<file path="src/rtl/txn_err_reg.sv">
module txn_err_reg #(
  parameter int TYPE_W = 3,
  parameter int SIZE_W = 2
) (
  input  logic              clk,
  input  logic              rst_n,
  input  logic              req_valid,
  input  logic [TYPE_W-1:0] req_type,
  input  logic [SIZE_W-1:0] req_size,
  input  logic              req_rsp,
  input  logic              reg_wr,
  input  logic [63:0]       reg_wdata,
  output logic [63:0]       reg_rdata,
  output logic              err_out,
  output logic              rsp_valid,
  output logic              rsp_excep
);
  logic flag_sz, flag_ut, dis_sz, dis_ut;
  logic is_rw, big, bad_type, ev_sz, ev_ut;

  assign is_rw    = (req_type == TYPE_W'(1)) || (req_type == TYPE_W'(2));
  assign big      = (req_size == SIZE_W'(1)) || (req_size == SIZE_W'(2));
  assign bad_type = (req_type == TYPE_W'(0)) || (req_type == TYPE_W'(3)) ||
                    (req_type == TYPE_W'(4)) || (req_type == TYPE_W'(5)) ||
                    (req_type == TYPE_W'(6));
  assign ev_sz    = req_valid && is_rw && big && !dis_sz;
  assign ev_ut    = req_valid && bad_type && !dis_ut;

  always_ff @(posedge clk or negedge rst_n) begin
    if (!rst_n) begin
      flag_sz   <= 1'b0;
      flag_ut   <= 1'b0;
      dis_sz    <= 1'b0;
      dis_ut    <= 1'b0;
      rsp_valid <= 1'b0;
      rsp_excep <= 1'b0;
    end else begin
      flag_sz   <= ev_sz | (flag_sz & ~(reg_wr & reg_wdata[33]));
      flag_ut   <= ev_ut | (flag_ut & ~(reg_wr & reg_wdata[32]));
      if (reg_wr) begin
        dis_sz <= reg_wdata[1];
        dis_ut <= reg_wdata[0];
      end
      rsp_valid <= req_valid && req_rsp;
      rsp_excep <= req_valid && req_rsp && (ev_sz || ev_ut);
    end
  end

  assign reg_rdata = {30'd0, flag_sz, flag_ut, 30'd0, dis_sz, dis_ut};
  assign err_out   = (flag_sz && !dis_sz) || (flag_ut && !dis_ut);

  logic unused_wdata;
  assign unused_wdata = ^{reg_wdata[63:34], reg_wdata[31:2]};


  sz_set_chk: assert property (@(posedge clk) disable iff (!rst_n)
    (req_valid && is_rw && big && !reg_rdata[1]) |=> reg_rdata[33]);

  ut_set_chk: assert property (@(posedge clk) disable iff (!rst_n)
    (req_valid && bad_type && !reg_rdata[0]) |=> reg_rdata[32]);

  sticky_chk: assert property (@(posedge clk) disable iff (!rst_n)
    (reg_rdata[33] && !(reg_wr && reg_wdata[33])) |=> reg_rdata[33]);

  clear_chk: assert property (@(posedge clk) disable iff (!rst_n)
    (reg_wr && reg_wdata[32] && !ev_ut) |=> !reg_rdata[32]);

  excep_chk: assert property (@(posedge clk) disable iff (!rst_n)
    rsp_excep |-> rsp_valid);

  err_hold_chk: assert property (@(posedge clk) disable iff (!rst_n)
    (err_out && !reg_wr) |=> err_out);
endmodule

</file>
<file path="config.mk">
export PLATFORM = sky130hd
export DESIGN_NAME = txn_err_reg
export DESIGN_NICKNAME = d
export VERILOG_FILES = /design/src/rtl/txn_err_reg.sv
export SDC_FILE = /design/constraint.sdc
export NUM_CORES = 1
export LEC_CHECK = 0
export BUFFER_PORTS_ARGS = -buffer_cell sky130_fd_sc_hd__buf_2
export CAP_MARGIN = 20
export CORE_AREA = 10 10 66 68
export CTS_CLUSTER_DIAMETER = 60
export DETAILED_ROUTE_END_ITERATION = 7
export DIE_AREA = 0 0 76 78
export PLACE_DENSITY = 0.81
export SLEW_MARGIN = 15
export SYNTH_ARGS = -nofsm -noshare
export SYNTH_HDL_FRONTEND = slang
export SYNTH_SLANG_ARGS = --single-unit
</file>
<file path="constraint.sdc">
create_clock -name clk -period 1.2 [get_ports clk]
set_clock_uncertainty 0.05 [all_clocks]
set_input_delay 0.24 -clock clk [delete_from_list [all_inputs] [get_ports clk]]
set_output_delay 0.24 -clock clk [all_outputs]
set_load 0.1 [all_outputs]
</file>
* Word-level counts from Yosys, hierarchy flattened
Cells that the tools add are included.
** Cells by class
- Magnitude comparators :: 0
- Divide/modulo/power cells :: 0
- Multipliers :: 0
- $add $sub $neg :: 0
- Bitwise operators :: 8
- Shift-type cells :: 0
- Multiplexer cells :: 0
- Reduce and logical (&&, ||, !) cells :: 20
- Equality and inequality tests :: 8
** Operators by type and width (number)
- 3-bit equality test (second input constant) :: 3
- 1-bit logical AND :: 9
- 1-bit logical OR :: 8
- 3-bit by 2-bit equality test with 1-bit output (second input constant) :: 2
- 1-bit AND :: 4
- 3-bit by 1-bit equality test with 1-bit output (second input constant) :: 1
- 3-bit logical NOT :: 1
- 2-bit by 1-bit equality test with 1-bit output (second input constant) :: 1
- 2-bit equality test (second input constant) :: 1
- 1-bit logical NOT :: 2
- 1-bit NOT :: 2
- 1-bit OR :: 2
** Word-level totals
- Memory bits (read-only) :: 0
- Word-level logic and storage cells :: 42
- Flip-flop bits (word level) :: 6
- Memories kept :: 0
- Bits in writable memories :: 0
- Output and inout bits :: 67
- Bits in latches :: 0
- Bits of input ports :: 74

* Depth between registers and ports, before layout
Gate-level depths: netlist of the first run.
- Depth after elaboration :: 9
- Depth in mapped cells :: 3
- Gate-level depth less buffers :: 3

* Worst setup path before layout of the first run
Ideal clock, no wire load.
- Kind :: reg2out
- From :: register dis_ut
- To :: output err_out
- Data arrival time :: 1878 ps
- Slack :: -968 ps
- Required time :: 910 ps
- Path buffers :: 0
- Cell stages (with the launch flop) :: 2
- Cells stage by stage :: dfrtp_1 -> o22ai_1
** On the way
- Cells in the longest elaborated chain, start to end :: 3
** Ends and longest elaborated chain
- start, declared :: line 18 : logic flag_sz, flag_ut, dis_sz, dis_ut;
- start signal, assigned :: line 42 : dis_ut <= reg_wdata[0];
- 1-bit logical NOT :: line 50 : assign err_out = (flag_sz && !dis_sz) || (flag_ut && !dis_ut);
- 1-bit logical AND :: line 50
- 1-bit logical OR :: line 50
- end, declared :: line 14 : output logic err_out,
Every way passes these cells.

* Final worst setup path of the first run
- From :: register dis_sz
- To :: output err_out
** On the way
- Cells in the longest elaborated chain, start to end :: 3
** Ends and longest elaborated chain
- start, declared :: line 18
- start signal, assigned :: line 41 : dis_sz <= reg_wdata[1];
- 1-bit logical NOT :: line 50
- 1-bit logical AND :: line 50
- 1-bit logical OR :: line 50
Every way passes these cells.

==> flow_metrics.env, run 1 <==
export IMPL_status="complete, but fails checks"
export IMPL_violations="setup timing"
export IMPL_synth_area_top_cells="buf_4, dfrtp_1, mux2_2, nand2_1, xor2_1"
export IMPL_dp_cells=156
export IMPL_setup_worst_path_end_class="output port"
export IMPL_antenna_cells=0
export IMPL_synth_compound_area_share_pct=3.73
export IMPL_vias_per_cell=2.82
export IMPL_total_power_uw=1710
export IMPL_period_share_pct=112
export IMPL_die_y_um=78
export IMPL_antenna_found_initial=0
export IMPL_start_util_pct=24.3
export IMPL_first_iter_violations=3
export IMPL_peakVddDrop_mv=0.345
export IMPL_layout_common_cells="conb_1, buf_2, buf_12"
export IMPL_globalplace_congestion=0.680
export IMPL_grt_pass1_vias=626
export IMPL_yosys_area_top_type="buf_4"
export IMPL_whs_ps=181
export IMPL_worst_ep_required_time_ps=910
export IMPL_vias=466
export IMPL_muxShareOfSynthArea_pct=2.92
export IMPL_synth_top_family_by_area="buffers and inverters"
export IMPL_path_max_fanout=4
export IMPL_yosysUniqueCellTypes=14
export IMPL_yosysTopAreaCellShare_pct=62.2
export IMPL_syn_avg_cell_area_sq_um=8.39
export IMPL_cts_tree="done"
export IMPL_yosysSeqAreaShare_pct=19.4
export IMPL_busiest_layer="met2"
export IMPL_htreeDepth=1
export IMPL_nets=195
export IMPL_netlist_instances=92
export IMPL_max_cap_violations=0
export IMPL_timing_final_ws_setup_ps=-145
export IMPL_drc=0
export IMPL_final_cells=165
export IMPL_arrival_ps=1060
export IMPL_grtUsageTotal_pct=5.69
export IMPL_wl_per_cell_um=10.6
export IMPL_grt_max_degree=7
export IMPL_io_buffers=20
export IMPL_layout_drive_gt1_share_pct=32.8
export IMPL_syn_area_sq_um=772
export IMPL_rows=21
export IMPL_use_met2_pct=10.8
export IMPL_setup_viol=4
export IMPL_wl_um=1740
export IMPL_cts_inserted_buffers=3
export IMPL_insertion_delay_ps=240
export IMPL_place_detailed_hpwl_um=1600
export IMPL_ctsLongestPathBuffers=2
export IMPL_firstDrtPassIters=2
export IMPL_min_period_ps=1350
export IMPL_post_place_ws_ps=-9.62
export IMPL_grt_pass1_wl_um=2720
export IMPL_hp_class="primary input to flop"
export IMPL_synthXorXnorAreaFrac_pct=3.40
export IMPL_clk_pin_slew_ps=40
export IMPL_hold_viol_final=0
export IMPL_power_per_cell_area_nw_per_um2=1900
export IMPL_leakagePower_uw=0.000505
export IMPL_synthAdderAreaFrac_pct=0
export IMPL_layout_commonest_cell="conb_1"
export IMPL_cts_root_buf="clkbuf_4"
export IMPL_yosys_warnings=0
export IMPL_pin_count=141
export IMPL_cp_start_kind="flop"
export IMPL_max_freq_mhz=743
export IMPL_grt_ovfl_total=0
export IMPL_design_die_area_sq_um=5930
export IMPL_ys_ff_latch=6
export IMPL_die_w_um=76
export IMPL_synth_simple_area_share_pct=6.32
export IMPL_ant_nets=0
export IMPL_met1_usage_pct=4.33
export IMPL_grt_use_met3_pct=2.30
export IMPL_critical_path_class="flop to output port"
export IMPL_rsz0062_at_grt="yes"
export IMPL_cts_sinks=6
export IMPL_area_growth_pct=16.2
export IMPL_core_sq_um=3180
export IMPL_finalMaxSlewViolations=0
==> final cells by class <==
cell class / count / area (sq um)
Timing Repair Buffer: 29 / 283
Fill cell: 340 / 2280
Inverter: 3 / 11.3
Multi-Input combinational cell: 78 / 370
Tap cell: 46 / 57.6
Sequential cell: 6 / 153
Clock buffer: 3 / 22.5
==> where the power goes <==
group          leakage (uW)  internal [uW]  total [uW]  switching (uW)
Sequential        0.0000734            224         243            19.4
Clock             0.0000138            113         183            70.5
Combinational      0.000418            193        1280            1090
Total              0.000505            530        1710            1180
==> through the flow <==
| step | TNS, ps | cell area (sq um) | utilization (%) |
|---|---|---|---|
| 2_1_floorplan | -64.0 | 1010 | - |
| 3_3_place_gp | 0 | 812 | 25.5 |
| 3_5_place_dp | -9.62 | 812 | 25.5 |
| 4_1_cts | -321 | 885 | 27.8 |
| 5_1_grt | -432 | 897 | 28.2 |
| 6_report | -287 | 897 | 28.2 |
==> worst max-delay path, cell delays in order, from the launching register on <==
cell and delay (ps):
dfrtp_2 430, o22ai_4 180, buf_12 200
==> sequential cells by signal, summed over array words and instances, names as in the netlist <==
| signal | flops |
|---|---|
| dis_sz | 1 |
| flag_sz | 1 |
| dis_ut | 1 |
| rsp_excep | 1 |
| rsp_valid | 1 |
| flag_ut | 1 |
==> cell usage after synthesis (all sizes together) <==
cell    instances
dfrtp           6
nand3           1
and2            1
a2111o          1
conb            1
xor2            2
nor3b           2
buf            64
mux2            2
a21boi          1
nand2           6
inv             3
o22ai           1
xnor2           1
==> logic make-up after synthesis <==
logic type,Yosys count
buffers and inverters,67
muxes,2
xor gates and xnor gates,3
AOI/OAI and AO/OA,3
and+or+nand+nor,10
other,1
DFF,6
==> timing repair <==
action	in CTS	in global routing
setup endpoints to repair	5	6
hold endpoints to repair	6	0
hold buffers	1	0
cloned	0	0
resized for setup	4	1
setup buffers	4	1
pin swaps	0	1
==> final timing paths <==
| path | startpoint | cells past startpoint | slack [ps] | end |
|---|---|---|---|---|
| worst max-delay path | dis_sz$_DFFE_PN0P_ | 2 | -150 | err_out |
| worst min-delay path | reg_wdata[0] | 2 | 180 | dis_ut$_DFFE_PN0P_ |
| worst max register to register | dis_ut$_DFFE_PN0P_ | 3 | 30 | rsp_excep$_DFF_PN0_ |
| worst min register to register | dis_sz$_DFFE_PN0P_ | 1 | 540 | dis_sz$_DFFE_PN0P_ |
| max in group asynchronous | rst_n | 2 | 620 | dis_ut$_DFFE_PN0P_ |
| min in group asynchronous | rst_n | 2 | 320 | flag_ut$_DFF_PN0_ |
==> routing by layer <==
metal  part of all wire (%)  vias up
li1                       -      216
met1                     31      200
met2                     55       46
met3                     11        4
met4                    2.5        0
met5                      0        -
Note: power is estimated with default switching activity, not from simulation.
==> run 2, diff against run 1 <==
ABC_CLOCK_PERIOD_IN_PS = 1200   (was default)
BUFFER_PORTS_ARGS = default   (was -buffer_cell sky130_fd_sc_hd__buf_2)
CORE_AREA = 10 10 53 55   (was 10 10 66 68)
DIE_AREA = 0 0 63 65   (was 0 0 76 78)
DONT_BUFFER_PORTS = 1   (was default)
PLACE_DENSITY = 0.6   (was 0.81)
==> flow_metrics.env, run 2 (synthesis results as in run 1) <==
export IMPL_first_iter_violations=2
export IMPL_die_w_um=63
export IMPL_cts_root_buf="clkbuf_4"
export IMPL_critical_path_class="flop to output port"
export IMPL_layout_commonest_cell="conb_1"
export IMPL_cp_start_kind="flop"
export IMPL_setup_worst_path_end_class="output port"
export IMPL_ctsLongestPathBuffers=2
export IMPL_p_sw_share_pct=72.1
export IMPL_peakVddDrop_mv=0.834
export IMPL_place_detailed_hpwl_um=1480
export IMPL_rsz0062_at_grt="yes"
export IMPL_firstDrtPassIters=2
export IMPL_ant_nets=0
export IMPL_vias_per_cell=3.19
export IMPL_hold_viol_final=0
export IMPL_insertion_delay_ps=240
export IMPL_power_switching_uw=1150
export IMPL_min_period_ps=1340
export IMPL_highest_layer="met4"
export IMPL_grt_pass1_wl_um=2240
export IMPL_power_per_cell_area_nw_per_um2=2240
export IMPL_htreeDepth=1
export IMPL_nets=175
export IMPL_status="complete, but fails checks"
export IMPL_cts_inserted_buffers=3
export IMPL_clk_pin_slew_ps=40
export IMPL_worst_ep_required_time_ps=910
export IMPL_area_growth_pct=-7.62
export IMPL_pwr_share_seq_pct=15.2
export IMPL_grtUsageTotal_pct=6.86
export IMPL_design_die_area_sq_um=4100
export IMPL_core_sq_um=1860
export IMPL_p_comb_share_pct=73.1
export IMPL_clkPwrFrac_pct=11.7
export IMPL_cts_sinks=6
export IMPL_wl_met2_um=716
export IMPL_cts_tree="done"
export IMPL_antenna_found_initial=0
export IMPL_grt_ovfl_total=0
export IMPL_hp_class="primary input to flop"
export IMPL_start_util_pct=41.5
export IMPL_setup_viol=3
export IMPL_drc=0
export IMPL_utilization_pct=38.3
export IMPL_rows=16
export IMPL_pin_count=141
export IMPL_wl_um=1590
export IMPL_grt_pass1_vias=477
export IMPL_max_freq_mhz=746
export IMPL_arrival_ps=1050
export IMPL_layout_common_cells="conb_1, nand2_1, dfrtp_1, buf_12, clkbuf_4"
export IMPL_wirelength_met1_um=554
export IMPL_timing_final_ws_setup_ps=-141
export IMPL_leakagePower_uw=0.000406
export IMPL_vias=402
export IMPL_layout_drive_gt1_share_pct=18.2
export IMPL_dp_cells=121
export IMPL_met3_length_um=285
export IMPL_period_share_pct=112
export IMPL_violations="setup timing"
export IMPL_wl_per_cell_um=12.6
export IMPL_grt_max_degree=7
export IMPL_num_fill_cells=182
export IMPL_max_cap_violations=0
export IMPL_path_max_fanout=4
export IMPL_antenna_cells=0
export IMPL_finalMaxSlewViolations=0
export IMPL_internal_power_uw=445
export IMPL_globalplace_congestion=0.702
export IMPL_io_buffers=0
export IMPL_final_cells=126
export IMPL_die_y_um=65
[run 2: stage by stage]
step                      hold slack [ps]  setup slack (ps)  power (uW)  cell area (sq um)  TNS [ps]
final                                97.1              -141        1600                713      -261
after global routing                 82.6              -170        1650                713      -357
after CTS                            85.4              -158        1600                709      -316
after detailed placement             -105              84.6        1380                663         0
after global placement               -105              92.3        1380                663         0
after floorplan                      -106             -64.0        1470               1010     -64.0
[run 2: routing by layer]
layer,vias to the layer above,track usage (%)
met3,3,6.19
met5,-,0
met1,174,6.20
met4,0,4.19
met2,52,10.2
li1,173,-
[run 2: worst max-delay path, cell delays in order, from the launching register on]
cell and delay (ps):
dfrtp_2 440, o22ai_4 170, buf_12 190
[run 2: area by class of cell]
type	count	area [sq um]	area share, %
multi-input cells	78	365	51.2
flip-flops and latches	6	153	21.4
repair buffers	9	128	17.9
well taps	27	33.8	4.74
clock buffers	3	22.5	3.16
inverters	3	11.3	1.58
[run 2: final timing paths]
path / slack, ps / start / cells past startpoint / end
worst max register to register: 40 / dis_ut$_DFFE_PN0P_ / 3 / rsp_excep$_DFF_PN0_
worst min-delay path: 100 / reg_wdata[1] / 1 / dis_sz$_DFFE_PN0P_
min in group asynchronous: 250 / rst_n / 1 / flag_ut$_DFF_PN0_
max in group asynchronous: 620 / rst_n / 1 / dis_sz$_DFFE_PN0P_
worst min register to register: 550 / dis_sz$_DFFE_PN0P_ / 1 / dis_sz$_DFFE_PN0P_
worst max-delay path: -140 / dis_sz$_DFFE_PN0P_ / 2 / err_out
[run 2: power groups by stage]
stage / clock network, uW / logic (uW) / registers, uW
2_1_floorplan: 0 / 1210 / 262
3_3_place_gp: 0 / 1130 / 246
3_5_place_dp: 0 / 1140 / 247
4_1_cts: 201 / 1160 / 242
5_1_grt: 211 / 1190 / 244
6_report: 188 / 1170 / 242
[run 2: repair_timing]
| action | 4_1_cts | 5_1_grt |
|---|---|---|
| hold buffers | 1 | 0 |
| resized for setup | 3 | 1 |
| endpoints found under the setup margin | 4 | 5 |
| endpoints found under the hold margin | 6 | 0 |
| buffers inserted | 1 | 0 |
==> run 3, diff against run 2 <==
ABC_CLOCK_PERIOD_IN_PS = 1500   (was 1200)
clock period = 1.5 ns   (was 1.2 ns; I/O delays follow)
==> flow_metrics.env, run 3 (synthesis results as in run 1) <==
export IMPL_status="complete, no violations"
export IMPL_antenna_cells=0
export IMPL_io_buffers=0
export IMPL_start_util_pct=41.5
export IMPL_dp_cells=121
export IMPL_timing_rr_start="dis_ut$_DFFE_PN0P_"
export IMPL_num_fill_cells=204
export IMPL_wl_per_cell_um=12.3
export IMPL_peakVddDrop_mv=0.656
export IMPL_grt_pass1_vias=493
export IMPL_grt_pass1_wl_um=2290
export IMPL_rsz0062_at_grt="no"
export IMPL_period_share_pct=96.3
export IMPL_place_detailed_hpwl_um=1460
export IMPL_worst_ep_required_time_ps=1150
export IMPL_path_max_fanout=4
export IMPL_layout_commonest_cell="conb_1"
export IMPL_cts_root_buf="clkbuf_4"
export IMPL_layout_common_cells="conb_1, nand2_1, dfrtp_1, buf_4"
export IMPL_min_period_ps=1440
export IMPL_layout_drive_gt1_share_pct=14.3
export IMPL_final_setup_tns_ps=0
export IMPL_min_to="dis_ut$_DFFE_PN0P_"
export IMPL_r2r_slack_ps=460
export IMPL_setup_viol=0
export IMPL_leakagePower_uw=0.000390
export IMPL_fin_area_sq_um=658
export IMPL_globalplace_congestion=0.710
export IMPL_slowest_stage="dfrtp_1"
export IMPL_insertion_delay_ps=240
export IMPL_ant_nets=0
export IMPL_path_cells="o22ai_4 -> buf_12"
export IMPL_firstDrtPassIters=4
export IMPL_ctsLongestPathBuffers=2
export IMPL_htreeDepth=1
export IMPL_critical_path_class="flop to output port"
export IMPL_setup_worst_path_end_class="output port"
export IMPL_final_cells=125
export IMPL_reg2reg_to="rsp_excep$_DFF_PN0_"
export IMPL_grt_ovfl_total=0
export IMPL_drc=0
export IMPL_finalMaxSlewViolations=0
export IMPL_cts_sinks=6
export IMPL_dpl_cell_area_sq_um=626
export IMPL_die_w_um=63
export IMPL_min_from="reg_wdata[0]"
export IMPL_vias=404
export IMPL_hold_depth=1
export IMPL_design_die_area_sq_um=4100
export IMPL_vias_per_cell=3.23
export IMPL_max_stage_delay_ps=440
export IMPL_max_freq_mhz=692
export IMPL_cts_tree="done"
export IMPL_antenna_found_initial=0
export IMPL_grt_max_degree=7
export IMPL_setup_worst_path_start="dis_sz$_DFFE_PN0P_"
export IMPL_reg2reg_depth=2
export IMPL_cts_inserted_buffers=3
export IMPL_rows=16
export IMPL_hp_class="primary input to flop"
export IMPL_nets=174
export IMPL_hold_viol_final=0
export IMPL_clk_pin_slew_ps=40
export IMPL_max_cap_violations=0
export IMPL_pin_count=141
export IMPL_area_growth_pct=-14.7
export IMPL_first_iter_violations=9
export IMPL_power_per_cell_area_nw_per_um2=1890
export IMPL_wl_um=1540
export IMPL_grtUsageTotal_pct=7.03
export IMPL_arrival_ps=1090
export IMPL_cp_start_kind="flop"
export IMPL_die_y_um=65
export IMPL_core_sq_um=1860
-- run 3: changes by cell type in the layout (fill, tap and decap cells not counted), sizes merged --
cell  change
buf       -1
-- run 3: critical path: cells and delay by family (launching register included) --
kind | cells | cell delay, ps
AO/OA/AOI/OAI | 1 | 220
buffers and inverters | 1 | 190
flip-flops | 1 | 440
-- run 3: through the flow --
stage | setup WS (ps) | power, uW | hold slack (ps) | utilization (%)
floorplan | 153 | 1170 | -45.6 | -
global placement | 325 | 1090 | -45.3 | 33.6
detailed placement | 302 | 1090 | -45.3 | 33.6
CTS | 32.7 | 1250 | 148 | 35.3
global route | 3.08 | 1280 | 141 | 35.3
finish | 55.7 | 1240 | 160 | 35.3
-- run 3: layout make-up --
type / instances / area (sq um) / area share [%]
clock buffers: 3 / 22.5 / 3.42
repair buffers: 8 / 75.1 / 11.4
well taps: 27 / 33.8 / 5.13
flip-flops and latches: 6 / 150 / 22.8
multi-input cells: 78 / 365 / 55.5
inverters: 3 / 11.3 / 1.71
-- run 3: power breakdown --
| part | switching, uW | internal (uW) |
|---|---|---|
| combinational | 843 | 64.8 |
| sequential | 13.4 | 178 |
| clock | 54.4 | 90.2 |
| total | 911 | 333 |
-- run 3: what timing repair did --
action / in CTS / in global routing
hold endpoints to repair: 6 / 0
hold buffers: 1 / 0
resized for setup: 0 / 0
setup buffers: 0 / 0
-- run 3: worst max path at each step --
stage | endpoint | slack [ps]
2_1_floorplan | err_out | 150
3_3_place_gp | err_out | 320
3_5_place_dp | err_out | 300
4_1_cts | err_out | 30
5_1_grt | err_out | 3
6_report | err_out | 60
-- run 3: metal layers --
layer	share of wire [%]	track usage (%)	vias to the layer above	wire length, um
met2	48	11.9	49	741
met4	0.52	5.87	0	8
li1	-	-	175	-
met1	32	5.02	178	499
met5	0	0	-	0
met3	19	5.67	2	286
